--- src/rtl/scan_pkg.sv ---
// Shared definitions for the test port: controller states and instruction
// codes. Assumes a 3-bit instruction register.
package scan_pkg;

    typedef enum logic [3:0] {
        ST_TLR, ST_RTI,
        ST_SEL_DR, ST_CAP_DR, ST_SH_DR, ST_EX1_DR, ST_PAU_DR, ST_EX2_DR, ST_UPD_DR,
        ST_SEL_IR, ST_CAP_IR, ST_SH_IR, ST_EX1_IR, ST_PAU_IR, ST_EX2_IR, ST_UPD_IR
    } tap_state_e;

    localparam int IR_W = 3;

    localparam logic [IR_W-1:0] OP_EXTEST = 3'b000;
    localparam logic [IR_W-1:0] OP_IDREAD = 3'b001;
    localparam logic [IR_W-1:0] OP_SAMPLE = 3'b010;
    localparam logic [IR_W-1:0] OP_BYPASS = 3'b111;
    localparam logic [IR_W-1:0] IR_CAPTURE_PAT = 3'b001;

endpackage

--- src/rtl/tap_state_ctl.sv ---
// Sixteen-state test-port controller. Samples tms on rising tck.
// Assumes rst_n is synchronous to tck; reset enters Test-Logic-Reset.
module tap_state_ctl
    import scan_pkg::*;
(
    input  logic       tck,
    input  logic       rst_n,
    input  logic       tms,
    output tap_state_e state
);

    tap_state_e nxt;

    // Next-state selection from the current state and tms
    always_comb begin
        unique case (state)
            ST_TLR:    nxt = tms ? ST_TLR    : ST_RTI;
            ST_RTI:    nxt = tms ? ST_SEL_DR : ST_RTI;
            ST_SEL_DR: nxt = tms ? ST_SEL_IR : ST_CAP_DR;
            ST_CAP_DR: nxt = tms ? ST_EX1_DR : ST_SH_DR;
            ST_SH_DR:  nxt = tms ? ST_EX1_DR : ST_SH_DR;
            ST_EX1_DR: nxt = tms ? ST_UPD_DR : ST_PAU_DR;
            ST_PAU_DR: nxt = tms ? ST_EX2_DR : ST_PAU_DR;
            ST_EX2_DR: nxt = tms ? ST_UPD_DR : ST_SH_DR;
            ST_UPD_DR: nxt = tms ? ST_SEL_DR : ST_RTI;
            ST_SEL_IR: nxt = tms ? ST_TLR    : ST_CAP_IR;
            ST_CAP_IR: nxt = tms ? ST_EX1_IR : ST_SH_IR;
            ST_SH_IR:  nxt = tms ? ST_EX1_IR : ST_SH_IR;
            ST_EX1_IR: nxt = tms ? ST_UPD_IR : ST_PAU_IR;
            ST_PAU_IR: nxt = tms ? ST_EX2_IR : ST_PAU_IR;
            ST_EX2_IR: nxt = tms ? ST_UPD_IR : ST_SH_IR;
            ST_UPD_IR: nxt = tms ? ST_SEL_DR : ST_RTI;
            default:   nxt = ST_TLR;
        endcase
    end

    // State register
    always_ff @(posedge tck) begin
        if (!rst_n) state <= ST_TLR;
        else        state <= nxt;
    end

endmodule

--- src/rtl/tap_instr.sv ---
// Instruction register: a serial shift stage plus the active-instruction
// latch. Assumes it is driven by decoded controller states.
module tap_instr
    import scan_pkg::*;
(
    input  logic            tck,
    input  logic            rst_n,
    input  logic            in_tlr,
    input  logic            capture,
    input  logic            shift,
    input  logic            update,
    input  logic            tdi,
    output logic [IR_W-1:0] ir_shift,
    output logic [IR_W-1:0] ir_q
);

    // Shift stage: capture the fixed pattern, then shift toward tdo
    always_ff @(posedge tck) begin
        if (!rst_n)       ir_shift <= '0;
        else if (capture) ir_shift <= IR_CAPTURE_PAT;
        else if (shift)   ir_shift <= {tdi, ir_shift[IR_W-1:1]};
    end

    // Active instruction: forced to identification read in reset state
    always_ff @(posedge tck) begin
        if (!rst_n)      ir_q <= OP_IDREAD;
        else if (in_tlr) ir_q <= OP_IDREAD;
        else if (update) ir_q <= ir_shift;
    end

endmodule

--- src/rtl/tap_datareg.sv ---
// Generic capture/shift data register; bit 0 is nearest tdo.
// Assumes capture and shift are never both asserted.
module tap_datareg #(
    parameter int W = 8
) (
    input  logic         tck,
    input  logic         rst_n,
    input  logic         capture,
    input  logic         shift,
    input  logic         tdi,
    input  logic [W-1:0] cap_val,
    output logic [W-1:0] q,
    output logic         so
);

    generate
        if (W == 1) begin : g_one
            // Single cell: capture or take tdi directly
            always_ff @(posedge tck) begin
                if (!rst_n)       q <= '0;
                else if (capture) q <= cap_val;
                else if (shift)   q <= tdi;
            end
        end else begin : g_multi
            // Multi-cell: capture in parallel, shift one place toward bit 0
            always_ff @(posedge tck) begin
                if (!rst_n)       q <= '0;
                else if (capture) q <= cap_val;
                else if (shift)   q <= {tdi, q[W-1:1]};
            end
        end
    endgenerate

    assign so = q[0];

endmodule

--- src/rtl/scan_port.sv ---
// Top of the test port: controller, instruction register, bypass,
// identification and boundary registers, update latches and the
// falling-edge tdo launch. Assumes a single test clock domain.
module scan_port
    import scan_pkg::*;
#(
    parameter int          BSC_LEN = 109,
    parameter logic [2:0]  ID_REV  = 3'b000,
    parameter logic [16:0] ID_DEV  = 17'h0B2C5,
    parameter logic [10:0] ID_VEN  = 11'b00000110100
) (
    input  logic               tck,
    input  logic               rst_n,
    input  logic               tms,
    input  logic               tdi,
    output logic               tdo,
    output logic               tdo_oe,
    input  logic [BSC_LEN-1:0] pad_in,
    output logic [BSC_LEN-1:0] pad_out,
    output logic               pad_drive
);

    localparam int          ID_W    = 32;
    localparam logic [31:0] ID_WORD = {ID_REV, ID_DEV, ID_VEN, 1'b1};

    tap_state_e      state;
    logic [IR_W-1:0] ir_shift, ir_q;
    logic            sel_bsr, sel_id, sel_byp;
    logic            cap_dr, sh_dr;
    logic            so_byp, so_id, so_bsr, so_dr;
    logic [0:0]      byp_q;
    logic [ID_W-1:0] id_q;
    logic [BSC_LEN-1:0] bsr_q;

    tap_state_ctl u_ctl (
        .tck(tck), .rst_n(rst_n), .tms(tms), .state(state)
    );

    tap_instr u_ir (
        .tck(tck), .rst_n(rst_n),
        .in_tlr(state == ST_TLR),
        .capture(state == ST_CAP_IR),
        .shift(state == ST_SH_IR),
        .update(state == ST_UPD_IR),
        .tdi(tdi), .ir_shift(ir_shift), .ir_q(ir_q)
    );

    // Register selection from the active instruction
    always_comb begin
        sel_bsr = (ir_q == OP_EXTEST) || (ir_q == OP_SAMPLE);
        sel_id  = (ir_q == OP_IDREAD);
        sel_byp = !sel_bsr && !sel_id;
    end

    assign cap_dr = (state == ST_CAP_DR);
    assign sh_dr  = (state == ST_SH_DR);

    tap_datareg #(.W(1)) u_byp (
        .tck(tck), .rst_n(rst_n),
        .capture(cap_dr && sel_byp), .shift(sh_dr && sel_byp),
        .tdi(tdi), .cap_val(1'b0), .q(byp_q), .so(so_byp)
    );

    tap_datareg #(.W(ID_W)) u_id (
        .tck(tck), .rst_n(rst_n),
        .capture(cap_dr && sel_id), .shift(sh_dr && sel_id),
        .tdi(tdi), .cap_val(ID_WORD), .q(id_q), .so(so_id)
    );

    tap_datareg #(.W(BSC_LEN)) u_bsr (
        .tck(tck), .rst_n(rst_n),
        .capture(cap_dr && sel_bsr), .shift(sh_dr && sel_bsr),
        .tdi(tdi), .cap_val(pad_in), .q(bsr_q), .so(so_bsr)
    );

    // Serial output of the selected data register
    always_comb begin
        if (sel_bsr)     so_dr = so_bsr;
        else if (sel_id) so_dr = so_id;
        else             so_dr = so_byp;
    end

    // Boundary update latches, loaded in Update-DR
    always_ff @(posedge tck) begin
        if (!rst_n)                             pad_out <= '0;
        else if (state == ST_UPD_DR && sel_bsr) pad_out <= bsr_q;
    end

    // Pads follow the latches only under external test
    assign pad_drive = (ir_q == OP_EXTEST);

    // tdo launch on the falling edge, enabled in shift states only
    always_ff @(negedge tck) begin
        if (!rst_n) begin
            tdo    <= 1'b0;
            tdo_oe <= 1'b0;
        end else if (state == ST_SH_IR) begin
            tdo    <= ir_shift[0];
            tdo_oe <= 1'b1;
        end else if (state == ST_SH_DR) begin
            tdo    <= so_dr;
            tdo_oe <= 1'b1;
        end else begin
            tdo    <= 1'b0;
            tdo_oe <= 1'b0;
        end
    end

endmodule

--- config.mk ---
export PLATFORM = sky130hd
export DESIGN_NAME = scan_port
export DESIGN_NICKNAME = d
export VERILOG_FILES = /design/src/rtl/scan_pkg.sv /design/src/rtl/tap_state_ctl.sv /design/src/rtl/tap_instr.sv /design/src/rtl/tap_datareg.sv /design/src/rtl/scan_port.sv
export SDC_FILE = /design/constraint.sdc
export NUM_CORES = 1
export LEC_CHECK = 0
export BUFFER_PORTS_ARGS = -buffer_cell sky130_fd_sc_hd__buf_4
export CAP_MARGIN = 20
export CORE_MARGIN = 2
export CORE_UTILIZATION = 35
export CTS_CLUSTER_SIZE = 25
export DETAILED_ROUTE_END_ITERATION = 8
export PLACE_DENSITY_LB_ADDON = 0.2
export SLEW_MARGIN = 5
export SYNTH_ARGS = -nofsm -noshare
export SYNTH_HDL_FRONTEND = slang
export SYNTH_SLANG_ARGS = --single-unit
--- constraint.sdc ---
create_clock -name tck -period 2.9 [get_ports tck]
set_input_delay 0.87 -clock tck [delete_from_list [all_inputs] [get_ports tck]]
set_output_delay 0.87 -clock tck [all_outputs]
set_load 0.005 [all_outputs]
== Yosys cells after proc, flatten, opt, wreduce, memory -nomap -nowiden ==
Cells that the tools add are included.
Storage, ports and cells
  bits in registers: 263
  bits in latches: 0
  RAM bits: 0
  memory bits (read-only): 0
  bits of input ports: 113
  output and inout bits: 112
  logic and storage cells: 77
  memories kept: 0
Operators by class
  add/subtract/negate cells: 0
  multiply operators: 0
  div/mod/pow operators: 0
  magnitude comparators: 0
  equality and inequality tests: 17
  shift-type cells: 0
  mux-type cells: 25
  bitwise operators: 1
  reductions and logical operators: 23
Operators with widths (number)
  $mux W109: 2
  $mux W28: 2
  $pmux W4 S12: 1
  $eq A4 B4 Y1 const B: 8
  $eq A4 B3 Y1 const B: 4
  $mux W4: 4
  $reduce_or A2 Y1: 6
  $mux W1: 11
  $eq A4 B2 Y1 const B: 2
  $logic_and A1 B1 Y1: 8
  $mux W2: 3
  $mux W3: 2
  $reduce_bool A2 Y1: 3
  $eq A4 B1 Y1 const B: 1
  $logic_not A4 Y1: 1
  $eq A3 B1 Y1 const B: 1
  $eq A3 B2 Y1 const B: 1
  $logic_not A3 Y1: 1
  $reduce_or A3 Y1: 1
  $logic_not A1 Y1: 2
  $logic_or A1 B1 Y1: 1
  $not A1 Y1: 1

== Logic depth before layout (Yosys ltp) ==
Gate-level depths: netlist of run 1.
  depth after elaboration: 6
  depth in mapped cells: 7
  gate-level depth less buffers: 3

== Cells and area by module ==
Synthesis of run 1 repeated with hierarchy kept, for this count alone.
Unflattened totals
  cell total of the unflattened synthesis: 1223
  area, all modules: 12525.8 µm²
Modules (own cells, without submodules)
  tap_datareg (u_bsr): times used 1, cells an instance 485, area each 5535.3 µm², seq. area each 2182.1 µm²
  scan_port: times used 1, cells an instance 533, area each 4609.4 µm², seq. area each 2222.1 µm²
  tap_datareg (u_id): times used 1, cells an instance 142, area each 1785.5 µm², seq. area each 640.6 µm²
  tap_state_ctl: times used 1, cells an instance 38, area each 315.3 µm², seq. area each 80.1 µm²
  tap_instr: times used 1, cells an instance 20, area each 225.2 µm², seq. area each 120.1 µm²
  tap_datareg (u_byp): times used 1, cells an instance 5, area each 55.1 µm², seq. area each 20.0 µm²

==> results of run 1 <==
## flip-flops by register name (all words and copies together), names as in the netlist
signal,count
u_byp.q,1
u_bsr.q,109
pad_out,109
u_ir.ir_q,3
tdo_oe,1
tdo,1
u_ir.ir_shift,3
u_ctl.state,4
u_id.q,32
## per-layer routing
| layer | vias to the layer above | GRT usage, % | part of all wire, % |
|---|---|---|---|
| li1 | 4355 | - | - |
| met1 | 4234 | 25.1 | 46 |
| met2 | 209 | 30.7 | 47 |
| met3 | 38 | 3.48 | 5.5 |
| met4 | 0 | 4.75 | 2.0 |
| met5 | - | 0 | 0 |
## worst register-to-register path, delay by kind of cell, from the launching register on
family | cells | cell delay, ns
compound gates | 1 | 0.14
flops | 1 | 0.43
simple gates | 1 | 0.62
## cell usage after synthesis (5+ instances only)
master / count / area, µm²
sky130_fd_sc_hd__a211oi_1: 6 / 45.0
sky130_fd_sc_hd__o21ai_0: 122 / 611
sky130_fd_sc_hd__mux2i_1: 111 / 1110
sky130_fd_sc_hd__buf_4: 7 / 52.6
sky130_fd_sc_hd__clkbuf_1: 65 / 244
sky130_fd_sc_hd__nand3_1: 117 / 586
sky130_fd_sc_hd__inv_1: 5 / 18.8
sky130_fd_sc_hd__o221a_2: 12 / 135
sky130_fd_sc_hd__dfxtp_1: 263 / 5270
sky130_fd_sc_hd__a21oi_1: 120 / 601
sky130_fd_sc_hd__o22ai_1: 17 / 106
sky130_fd_sc_hd__nand2_1: 29 / 109
sky130_fd_sc_hd__o2bb2ai_1: 109 / 955
sky130_fd_sc_hd__buf_2: 36 / 180
sky130_fd_sc_hd__buf_1: 7 / 26.3
## worst paths after layout
| check | from | endpoint | slack, ns | cells after the start |
|---|---|---|---|---|
| worst min register to register | u_id.q[5] | u_id.q[4] | 0.47 | 2 |
| worst max register to register | u_ctl.state[1] | tdo_oe | 0.24 | 2 |
| worst max-delay path | tdo_oe | tdo_oe | -0.41 | 1 |
| worst min-delay path | u_id.q[5] | u_id.q[4] | 0.47 | 2 |
## cell type report
class	instances	area (µm²)	area share, %
Clock buffer	45	866	6.43
Inverter	4	20.0	0.149
Sequential cell	263	5270	39.1
Multi-Input combinational cell	687	4660	34.6
Clock inverter	11	80.1	0.595
Timing Repair Buffer	259	2090	15.5
Tap cell	390	488	3.62
## cells in the final DEF (no fill, tap or decap), drive strengths merged, types with 7 or more instances in the layout
| master | netlist | layout |
|---|---|---|
| a21oi | 121 | 121 |
| nand3 | 117 | 117 |
| o21ai | 122 | 122 |
| o22ai | 17 | 17 |
| inv | 5 | 7 |
| buf | 54 | 259 |
| nand2 | 30 | 30 |
| mux2i | 111 | 111 |
| o221a | 12 | 12 |
| clkbuf | 66 | 45 |
| o2bb2ai | 109 | 109 |
| dfxtp | 263 | 263 |
## stage by stage
step | hold slack [ns] | instances | setup TNS [ns] | total power [µW] | utilization, %
6_report | 0.471 | 1659 | -0.821 | 7680 | 45.7
2_1_floorplan | 0.445 | 1075 | -0.0523 | 3950 | -
4_1_cts | 0.469 | 1659 | -0.873 | 7780 | 45.7
3_5_place_dp | 0.461 | 1604 | 0 | 4160 | 42.4
3_3_place_gp | 0.453 | 1604 | 0 | 4160 | 42.4
5_1_grt | 0.487 | 1659 | -0.885 | 7950 | 45.7
## power groups by stage
stage | clock (µW) | sequential [µW] | combinational, µW
final | 3610 | 3650 | 426
after global routing | 3840 | 3650 | 459
after CTS | 3700 | 3650 | 429
after detailed placement | 6.48 | 3730 | 428
after global placement | 6.48 | 3730 | 428
after floorplan | 6.48 | 3720 | 231
## repair_timing
action                                  CTS  global route
hold buffers                              0             0
endpoints found under the setup margin    2             2
gates resized for setup                   3             1
## logic make-up after synthesis
group | after synthesis | synth area share, %
AOI/OAI and AO/OA | 402 | 24.8
DFF | 263 | 50.4
and+or+nand+nor | 174 | 8.66
buffers and inverters | 125 | 5.48
muxes | 111 | 10.6
==> impl_summary.log, run 1 <==
INFO  metric synth.distinct_cells = 47
INFO  metric internal-power = 5950 µW
INFO  metric io_buffer_count = about 220
INFO  metric post-cts-setup-buffer-count = 0
INFO  metric post-route-worst-setup-slack = -0.412 ns
INFO  metric syn_nets = ~1200
INFO  metric detail_route.wl_per_cell = about 18 µm
INFO  metric cp_peak_stage_delay = roughly 0.3 ns
INFO  metric placement_rows = 63
INFO  metric critPathKind = flop to output pin
INFO  metric timing.final.max_slew_violations = 0
INFO  metric drt-total-wl = between 30000 and 40000 µm
INFO  metric post_synth.cell_area_avg = a little under 10 µm²
INFO  metric cp_slowest_cell = sky130_fd_sc_hd__dfxtp_2
INFO  metric timing.slew.headroom = between 30% and 40%
INFO  metric placed_cell_area = between 10000 and 15000 µm²
INFO  metric critPathCaptureType = output pin
INFO  metric report.final.hold_viol_count = 0
INFO  metric gp_congestion = a little over 0.8
INFO  metric drt_pass1_iterations = 4
INFO  metric worst-slew-pin-transition = 1.02 ns
INFO  metric p_clk_share = 47.0%
INFO  metric nNetsFinal = roughly 1400
INFO  metric synth_edf_count = 0
INFO  metric floorplan.die.height = about 180 µm
INFO  metric floorplan.core_area = roughly 30000 µm²
INFO  metric start_kind = flop
INFO  metric num-fill-cells = roughly 2900
INFO  metric syn-cell-area = between 10000 and 15000 µm²
INFO  metric remaining_drc_errors = 0
INFO  metric cell_family_contributing_the_most_delay_on_the_critical_path = flip-flops
INFO  metric powerDensity = 570 nW/µm²
INFO  metric synth_seq_cells = around 260
INFO  metric power_switching_share = between 20% and 30%
INFO  metric remaining_global_route_overflow = 0
INFO  metric synth_sequential_area_ratio = about half
INFO  metric crit_chain = buf_6
INFO  metric flow.area_growth_from_synthesis = 29.0%
INFO  metric cp_data_arrival_time = around 2.4 ns
INFO  metric dieArea = approximately 31000 µm²
INFO  metric detailed_route_via_count = just under 9000
INFO  metric share_of_flip_flops_with_an_asynchronous_set_or_reset_after_synthesis = 0%
INFO  metric die_w = 177 µm
INFO  metric clkTransAtPathRegs = approximately 0.060 ns
INFO  metric power.leakage = approximately 0.0046 µW
INFO  metric cap_viol_max_count = 0
INFO  metric start_util = around 35%
INFO  metric tritoncts_clock_tree = yes
INFO  metric violations = negative setup slack
INFO  metric dominantRegCellSynth = sky130_fd_sc_hd__dfxtp_1
INFO  metric vdd_ir_drop_max = 0.000367 V
INFO  metric preCtsSetupSlack = a little under 0.05 ns
INFO  metric timing.critical_path.required = just over 2 ns
INFO  metric outcome = finished with violations
INFO  metric worst_hold_path_type = flop to flop
INFO  metric first_iter_violations = ~480
INFO  metric critPathBufInv = 1
INFO  metric vias_per_cell = 5.33
INFO  metric max_root_sink_buffers = 3
INFO  metric num_io_pins = 225
INFO  metric grt_first_pass_wirelength = roughly 47000 µm
INFO  metric worst_skew = 0.0463 ns
INFO  metric timing.critical_path.fanout_max = 1
INFO  metric insertedDiodeCount = 0
INFO  metric h-tree-depth = 1
INFO  metric synth_cells = 1075
INFO  metric ant_nets = 0
INFO  metric drive_above_1_share = 26.0%
INFO  metric ys_warn_count = 0
INFO  metric share_comb_of_total_power = roughly 5.5%
INFO  metric rsz0062_at_grt = true
INFO  metric grt_antenna_before_repair = 0
INFO  metric cts_made_buffers = 29
INFO  metric clkLatencyLatePin = a little under 0.6 ns
INFO  metric ctsRootBufferMaster = sky130_fd_sc_hd__clkbuf_16
INFO  metric grt_use_total = 18.6%
INFO  metric seq_power_share = 47.5%
INFO  metric grt_start_max_net_pins = 84
INFO  metric netSwitchingPower = between 1500 and 2000 µW
INFO  metric hpwlAfterDp = 18400 µm
INFO  metric report.final.setup_viol = 2
INFO  metric cts.sink_count = roughly 260
INFO  metric stdcell_area = about 13000 µm²
INFO  metric number_of_global_route_vias_before_repair = 8560
Power figures use the tool's default switching activity.
==> run 2, diff against run 1 <==
--- a/config.mk
+++ b/config.mk
@@ -12,7 +12,7 @@
 export CTS_CLUSTER_SIZE = 25
 export DETAILED_ROUTE_END_ITERATION = 8
 export PLACE_DENSITY_LB_ADDON = 0.2
-export SLEW_MARGIN = 5
+export SLEW_MARGIN = 0
 export SYNTH_ARGS = -nofsm -noshare
 export SYNTH_HDL_FRONTEND = slang
 export SYNTH_SLANG_ARGS = --single-unit
==> constraint.sdc (replaced) <==
create_clock -name tck -period 3 [get_ports tck]
set_input_delay 0.9 -clock tck [delete_from_list [all_inputs] [get_ports tck]]
set_output_delay 0.9 -clock tck [all_outputs]
set_load 0.005 [all_outputs]
==> run 2 against run 1 <==
Compared with the run above: the run still ends with negative setup slack left; clock power about the same; sequential cell count is the same; hold slack got worse by 0.0049 ns; combinational power down 4%; non-clock buffer count is 4 lower; global-route usage up 0.091 points; sequential share of layout area up 0.091 points; clock-buffer cell count down 1; largest cell class unchanged; power decreased by 1.9%; via count grew 1.2%; first-iteration DRC count down 8.9%; register-to-register slack improved by 0.07 ns.
==> impl_summary.log, run 2 (synthesis gave the netlist of run 1 again) <==
INFO  metric outcome = finished with violations (unchanged)
INFO  metric violations = negative setup slack (unchanged)
INFO  metric floorplan.core_area = 29500 µm² (unchanged)
INFO  metric regToRegEndpoint = tdo (was tdo_oe)
INFO  metric dieArea = 31200 µm² (unchanged)
INFO  metric crit_chain = buf_6 (unchanged)
INFO  metric detail_route.wl_per_cell = 18.2 µm (about the same)
INFO  metric remaining_global_route_overflow = 0 (unchanged)
INFO  metric start_kind = flop (unchanged)
INFO  metric max_root_sink_buffers = 3 (unchanged)
INFO  metric seq_power_share = 46.7% (was 47.5%)
INFO  metric p_clk_share = 47.9% (was 47.0%)
INFO  metric power.leakage = 0.00458 µW (about the same)
INFO  metric post-route-worst-setup-slack = -0.392 ns (was -0.412 ns)
INFO  metric gp_congestion = 0.794 (was 0.811)
INFO  metric layout.cells.most_common_list = 261 x sky130_fd_sc_hd__dfxtp_1, 245 x sky130_fd_sc_hd__buf_4, 122 x sky130_fd_sc_hd__o21ai_0 (was 261 x sky130_fd_sc_hd__dfxtp_1, 246 x sky130_fd_sc_hd__buf_4, 122 x sky130_fd_sc_hd__o21ai_0)
INFO  metric number_of_global_route_vias_before_repair = 8752 (was 8560)
INFO  metric tritoncts_clock_tree = yes (unchanged)
INFO  metric first_iter_violations = 441 (was 484)
INFO  metric ctsRootBufferMaster = sky130_fd_sc_hd__clkbuf_16 (unchanged)
INFO  metric io_buffer_count = 224 (unchanged)
INFO  metric rsz0062_at_grt = true (unchanged)
INFO  metric cp_peak_stage_delay = 0.31 ns (was 0.30 ns)
INFO  metric grt_start_max_net_pins = 79 (was 84)
INFO  metric worst_hold_path_type = flop to flop (unchanged)
INFO  metric cap_viol_max_count = 0 (unchanged)
INFO  metric grt_antenna_before_repair = 0 (unchanged)
INFO  metric use_met1 = 24.9% (was 25.1%)
INFO  metric flow.area_growth_from_synthesis = 28.7% (was 29.0%)
INFO  metric power_switching_share = 21.8% (was 22.5%)
INFO  metric ff2ff_path_depth = 3 (was 2)
INFO  metric biggestRegsByFlops = pad_out x109, u_bsr.q x109, u_id.q x32 (unchanged)
INFO  metric cts.sink_count = 263 (unchanged)
INFO  metric grt_use_met2 = 31.3% (was 30.7%)
INFO  metric critPathBufInv = 1 (unchanged)
INFO  metric placement_rows = 63 (unchanged)
INFO  metric min_path_cells = 2 (unchanged)
INFO  metric regToRegSetupSlack = 0.31 ns (was 0.24 ns)
INFO  metric worst-slew-pin-transition = 1.00 ns (was 1.02 ns)
INFO  metric final_core_area_utilization = 45.6% (was 45.7%)
INFO  metric fin_tns_setup = -0.777 ns (was -0.821 ns)
INFO  metric worstSetupStartpoint = tdo_oe (unchanged)
INFO  metric gr-max-usage-layer = met2 (unchanged)
INFO  metric cts_made_buffers = 29 (unchanged)
INFO  metric drt-total-wl = 30100 µm (about the same)
INFO  metric min_to = u_id.q[26] (was u_id.q[4])
INFO  metric grt.met3_usage = 3.39% (was 3.48%)
INFO  metric timing.final.max_slew_violations = 0 (unchanged)
INFO  metric critPathKind = flop to output pin (unchanged)
INFO  metric drive_above_1_share = 25.9% (was 26.0%)
INFO  metric internal-power = 5890 µW (was 5950 µW)
INFO  metric layout.cells.most_common = sky130_fd_sc_hd__dfxtp_1 (unchanged)
INFO  metric timing.critical_path.required = 2.10 ns (was 2.03 ns)
INFO  metric h-tree-depth = 1 (unchanged)
INFO  metric cp_data_arrival_time = 2.49 ns (was 2.44 ns)
INFO  metric worst_skew = 0.0508 ns (was 0.0463 ns)
INFO  metric die_w = 177 µm (unchanged)
INFO  metric grt_use_total = 18.7% (was 18.6%)
INFO  metric timing.critical_path.fanout_max = 1 (unchanged)
INFO  metric report.final.hold_viol_count = 0 (unchanged)
INFO  metric regToRegStartpoint = u_ir.ir_q[1] (was u_ctl.state[1])
INFO  metric clkLatencyLatePin = 0.58 ns (about the same)
INFO  metric hpwlAfterDp = 17900 µm (was 18400 µm)
INFO  metric floorplan.die.height = 177 µm (unchanged)
INFO  metric ctsHoldBuffers = 0 (unchanged)
INFO  metric share_comb_of_total_power = 5.4% (was 5.5%)
INFO  metric ant_nets = 0 (unchanged)
INFO  metric vias_per_cell = 5.41 (was 5.33)
INFO  metric clkTransAtPathRegs = 0.06 ns (about the same)
INFO  metric cp_slowest_cell = sky130_fd_sc_hd__dfxtp_2 (unchanged)
INFO  metric detailed_route_via_count = 8939 (was 8836)
INFO  metric cell_family_contributing_the_most_delay_on_the_critical_path = flip-flops (unchanged)
INFO  metric vdd_ir_drop_max = 0.000376 V (was 0.000367 V)
INFO  metric num-fill-cells = 2921 (was 2859)
INFO  metric powerDensity = 561 nW/µm² (was 570 nW/µm²)
INFO  metric report.final.setup_viol = 2 (unchanged)
INFO  metric timing.slew.headroom = 33.3% (was 31.9%)
INFO  metric insertedDiodeCount = 0 (unchanged)
INFO  metric grt_first_pass_wirelength = 47800 µm (was 47300 µm)
INFO  metric start_util = 35.4% (unchanged)
INFO  metric num_io_pins = 225 (unchanged)
INFO  metric netSwitchingPower = 1650 µW (was 1730 µW)
INFO  metric drt_pass1_iterations = 4 (unchanged)
INFO  metric nNetsFinal = 1355 (was 1359)
INFO  metric critPathCaptureType = output pin (unchanged)
INFO  metric min-delay-start = u_id.q[27] (was u_id.q[5])
INFO  metric remaining_drc_errors = 0 (unchanged)
-- run 2: repair_timing --
action	4_1_cts	5_1_grt
buffers inserted	0	0
gates resized for setup	3	1
endpoints found under the setup margin	2	2
-- run 2: worst max-delay path by stage --
stage / slack [ns] / end / cells after the start
6_report: -0.39 / tdo_oe / 1
5_1_grt: -0.42 / tdo_oe / 1
4_1_cts: -0.41 / tdo_oe / 1
3_5_place_dp: 0.05 / tdo / 3
3_3_place_gp: 0.07 / tdo / 3
2_1_floorplan: -0.01 / tdo_oe / 5
-- run 2: stage by stage --
stage               power [µW]  setup slack (ns)  hold slack, ns  cell area [µm²]  cells
floorplan                 3820           -0.0107           0.445            10500   1075
global placement          4010            0.0741           0.455            12400   1600
detailed placement        4010            0.0529           0.458            12400   1600
CTS                       7630            -0.409           0.469            13400   1653
global route              7810            -0.418           0.486            13400   1653
finish                    7540            -0.392           0.466            13400   1653
-- run 2: cell type report --
class                      count  area (µm²)  area share (%)
sequential                   263        5270            39.2
clock buffer                  44         872            6.49
clock inverter                10         110           0.820
multi-input combinational    687        4660            34.7
inverter                       4        20.0           0.149
timing repair buffer         255        2020            15.0
tap                          390         488            3.63
-- run 2: power groups by stage --
stage / clock, µW / sequential, µW / combinational [µW]
6_report: 3610 / 3520 / 407
3_3_place_gp: 6.26 / 3600 / 408
4_1_cts: 3700 / 3520 / 410
5_1_grt: 3850 / 3520 / 438
2_1_floorplan: 6.26 / 3590 / 223
3_5_place_dp: 6.26 / 3600 / 409
-- run 2: routing by layer --
| metal | part of all wire, % | wire [µm] |
|---|---|---|
| met3 | 5.0 | 1500 |
| met4 | 2.5 | 754 |
| met1 | 46 | 13900 |
| met2 | 46 | 13900 |
| met5 | 0 | 0 |
==> run 3, diff against run 2 <==
--- a/config.mk
+++ b/config.mk
@@ -5,6 +5,7 @@
 export SDC_FILE = /design/constraint.sdc
 export NUM_CORES = 1
 export LEC_CHECK = 0
+export ABC_AREA = 1
 export BUFFER_PORTS_ARGS = -buffer_cell sky130_fd_sc_hd__buf_4
 export CAP_MARGIN = 20
 export CORE_MARGIN = 2
==> run 3 against run 2 <==
Compared with the run above: the flow still finishes with violations (negative setup slack); sequential cell count stayed put; hold slack worse by 0.013 ns; setup slack got worse by 0.0065 ns; first-iteration DRC count rose by 55%; largest cell class unchanged.
==> impl_summary.log, run 3 <==
INFO  metric dominantRegCellSynth = sky130_fd_sc_hd__dfxtp_1 (unchanged)
INFO  metric grt_use_total = 19.5% (was 18.7%)
INFO  metric timing.slew.headroom = 31.7% (was 33.3%)
INFO  metric worst-slew-pin-transition = 1.02 ns (was 1.00 ns)
INFO  metric synth_sequential_area_ratio = 46.7% (was 50.4%)
INFO  metric nNetsFinal = 1844 (was 1355)
INFO  metric worst_hold_path_type = flop to flop (unchanged)
INFO  metric preCtsSetupSlack = 0.197 ns (was 0.0529 ns)
INFO  metric clkLatencyLatePin = 0.59 ns (was 0.58 ns)
INFO  metric rsz0062_at_grt = true (unchanged)
INFO  metric detail_route.wl_per_cell = 15.5 µm (was 18.2 µm)
INFO  metric cts_made_buffers = 30 (was 29)
INFO  metric cp_peak_stage_delay = 0.28 ns (was 0.31 ns)
INFO  metric vias_per_cell = 4.88 (was 5.41)
INFO  metric max_root_sink_buffers = 3 (unchanged)
INFO  metric dieArea = 33700 µm² (was 31200 µm²)
INFO  metric first_iter_violations = 683 (was 441)
INFO  metric ctsRootBufferMaster = sky130_fd_sc_hd__clkbuf_16 (unchanged)
INFO  metric layout.cells.most_common = sky130_fd_sc_hd__nand2_1 (was sky130_fd_sc_hd__dfxtp_1)
INFO  metric number_of_global_route_vias_before_repair = 10516 (was 8752)
INFO  metric power.leakage = 0.00631 µW (was 0.00458 µW)
INFO  metric cap_viol_max_count = 0 (unchanged)
INFO  metric drive_above_1_share = 18.7% (was 25.9%)
INFO  metric cts.sink_count = 263 (unchanged)
INFO  metric gp_congestion = 0.855 (was 0.794)
INFO  metric tritoncts_clock_tree = yes (unchanged)
INFO  metric flow.area_growth_from_synthesis = 24.8% (was 28.7%)
INFO  metric io_buffer_count = 224 (unchanged)
INFO  metric grt_antenna_before_repair = 0 (unchanged)
INFO  metric synth_cells = 1571 (was 1075)
INFO  metric synth.top_cell.area_share = 46.7% (was 50.4%)
INFO  metric cell_family_contributing_the_most_delay_on_the_critical_path = flip-flops (unchanged)
INFO  metric vdd_ir_drop_max = 0.000451 V (was 0.000376 V)
INFO  metric synth_edf_count = 0 (unchanged)
INFO  metric synth_top_cells_by_count = 268 x sky130_fd_sc_hd__nand2_1, 263 x sky130_fd_sc_hd__dfxtp_1, 235 x sky130_fd_sc_hd__a21oi_1, 160 x sky130_fd_sc_hd__nor2_1, 137 x sky130_fd_sc_hd__o21ai_0 (was 263 x sky130_fd_sc_hd__dfxtp_1, 122 x sky130_fd_sc_hd__o21ai_0, 120 x sky130_fd_sc_hd__a21oi_1, 117 x sky130_fd_sc_hd__nand3_1, 111 x sky130_fd_sc_hd__mux2i_1)
INFO  metric multi_input_comb_area = 4990 µm² (was 4660 µm²)
INFO  metric drt_pass1_iterations = 5 (was 4)
INFO  metric hold_ws = 0.453 ns (was 0.466 ns)
INFO  metric post-cts-setup-buffer-count = 0 (unchanged)
INFO  metric violations = negative setup slack (unchanged)
INFO  metric timing.critical_path.required = 2.10 ns (about the same)
INFO  metric cp_data_arrival_time = 2.50 ns (was 2.49 ns)
INFO  metric worst_skew = 0.0471 ns (was 0.0508 ns)
INFO  metric biggestRegsByFlops = pad_out x109, u_bsr.q x109, u_id.q x32 (unchanged)
INFO  metric num-fill-cells = 3241 (was 2921)
INFO  metric detailed_route_via_count = 10494 (was 8939)
INFO  metric synth_seq_cells = 263 (unchanged)
INFO  metric critPathCaptureType = output pin (unchanged)
INFO  metric synth.distinct_cells = 27 (was 47)
INFO  metric critPathKind = flop to output pin (unchanged)
INFO  metric cp_slowest_cell = sky130_fd_sc_hd__dfxtp_1 (was sky130_fd_sc_hd__dfxtp_2)
INFO  metric grt_start_max_net_pins = 110 (was 79)
INFO  metric floorplan.die.height = 183 µm (was 177 µm)
INFO  metric syn_nets = 1684 (was 1188)
INFO  metric share_of_flip_flops_with_an_asynchronous_set_or_reset_after_synthesis = 0% (unchanged)
INFO  metric floorplan.core_area = 31600 µm² (was 29500 µm²)
INFO  metric powerDensity = 514 nW/µm² (was 561 nW/µm²)
INFO  metric hpwlAfterDp = 19600 µm (was 17900 µm)
INFO  metric critPathBufInv = 1 (unchanged)
INFO  metric num_io_pins = 225 (unchanged)
INFO  metric post-route-worst-setup-slack = -0.399 ns (was -0.392 ns)
INFO  metric drt-total-wl = 33300 µm (was 30100 µm)
INFO  metric timing.critical_path.fanout_max = 1 (unchanged)
INFO  metric synth_top_cell_by_area = sky130_fd_sc_hd__dfxtp_1 (unchanged)
INFO  metric report.final.setup_viol = 2 (unchanged)
INFO  metric total_power = 7230 µW (was 7540 µW)
INFO  metric yosysMostFrequentCell = sky130_fd_sc_hd__nand2_1 (was sky130_fd_sc_hd__dfxtp_1)
INFO  metric ys_warn_count = 0 (unchanged)
INFO  metric timing.final.max_slew_violations = 0 (unchanged)
INFO  metric ff_latch_area = 5270 µm² (about the same)
INFO  metric crit_chain = buf_4 (was buf_6)
INFO  metric start_util = 35.6% (was 35.4%)
INFO  metric grt_first_pass_wirelength = 53900 µm (was 47800 µm)
INFO  metric h-tree-depth = 1 (unchanged)
INFO  metric remaining_drc_errors = 0 (unchanged)
INFO  metric report.final.hold_viol_count = 0 (unchanged)
INFO  metric layout.cells.most_common_list = 267 x sky130_fd_sc_hd__nand2_1, 263 x sky130_fd_sc_hd__dfxtp_1, 236 x sky130_fd_sc_hd__buf_4 (was 261 x sky130_fd_sc_hd__dfxtp_1, 245 x sky130_fd_sc_hd__buf_4, 122 x sky130_fd_sc_hd__o21ai_0)
INFO  metric post_synth_main_area_contributors = sky130_fd_sc_hd__dfxtp_1 47%, sky130_fd_sc_hd__a21oi_1 10%, sky130_fd_sc_hd__nand2_1 8.9% (was sky130_fd_sc_hd__dfxtp_1 50%, sky130_fd_sc_hd__mux2i_1 11%, sky130_fd_sc_hd__o2bb2ai_1 9.1%)
INFO  metric outcome = finished with violations (unchanged)
INFO  metric post_synth.cell_area_avg = 7.18 µm² (was 9.71 µm²)
INFO  metric clkTransAtPathRegs = 0.05 ns (was 0.06 ns)
INFO  metric insertedDiodeCount = 0 (unchanged)
INFO  metric remaining_global_route_overflow = 0 (unchanged)
INFO  metric ant_nets = 0 (unchanged)
INFO  metric die_w = 183 µm (was 177 µm)
INFO  metric start_kind = flop (unchanged)
INFO  metric syn-cell-area = 11300 µm² (was 10400 µm²)
INFO  metric placement_rows = 65 (was 63)
## run 3: kinds of logic after synthesis
| family | after synthesis | share of synthesized area (%) |
|---|---|---|
| compound gates | 389 | 17.7 |
| buf+inv | 250 | 9.26 |
| flops | 263 | 46.7 |
| simple gates | 669 | 26.4 |
## run 3: cell type report
class / instances / area share (%)
multi-input combinational: 1058 / 35.5
sequential: 263 / 37.4
clock buffer: 47 / 6.37
clock inverter: 6 / 0.196
inverter: 135 / 3.65
tap: 402 / 3.57
timing repair buffer: 241 / 13.3
## run 3: report_power, final
group / switching, µW / total (µW) / leakage [µW] / internal [µW]
Combinational: 145 / 270 / 0.00373 / 125
Clock: 1420 / 3450 / 0.000463 / 2020
Sequential: 9.09 / 3520 / 0.00212 / 3510
Total: 1580 / 7230 / 0.00631 / 5650
## run 3: worst register-to-register path, stage by stage, from the launching register on
cell	delay, ns
sky130_fd_sc_hd__dfxtp_1	0.37
sky130_fd_sc_hd__nor2_1	0.25
sky130_fd_sc_hd__nand2_2	0.18
sky130_fd_sc_hd__nor2_1	0.13
sky130_fd_sc_hd__nand2_1	0.06
sky130_fd_sc_hd__a21oi_1	0.14
## run 3: path summary, 6_finish.rpt
path / startpoint / to / slack, ns / depth (start not counted)
setup / recovery: tdo / tdo / -0.40 / 1
hold / removal: u_id.q[16] / u_id.q[15] / 0.45 / 2
setup reg to reg: u_ctl.state[1] / tdo / 0.33 / 5
hold reg to reg: u_id.q[16] / u_id.q[15] / 0.45 / 2
## run 3: metrics by stage
step / utilization [%] / area [µm²] / TNS [ns] / instances
after floorplan: - / 11300 / 0 / 1571
after global routing: 44.5 / 14100 / -0.872 / 2152
final: 44.5 / 14100 / -0.798 / 2152
after CTS: 44.5 / 14100 / -0.830 / 2152
after detailed placement: 41.6 / 13200 / 0 / 2100
after global placement: 41.6 / 13200 / 0 / 2100
## run 3: timing repair
action	in CTS	in global routing
resized for setup	0	0
hold buffers	0	0
gates cloned	0	0
setup endpoints to repair	2	2
## run 3: routing by layer
layer / wire length [µm] / vias up / part of all wire (%) / GRT usage [%]
met4: 599 / 0 / 1.8 / 4.93
met3: 1730 / 44 / 5.2 / 3.51
met5: 0 / - / 0 / 0
li1: - / 5355 / - / -
met1: 15200 / 4861 / 46 / 25.6
met2: 15700 / 234 / 47 / 33.1
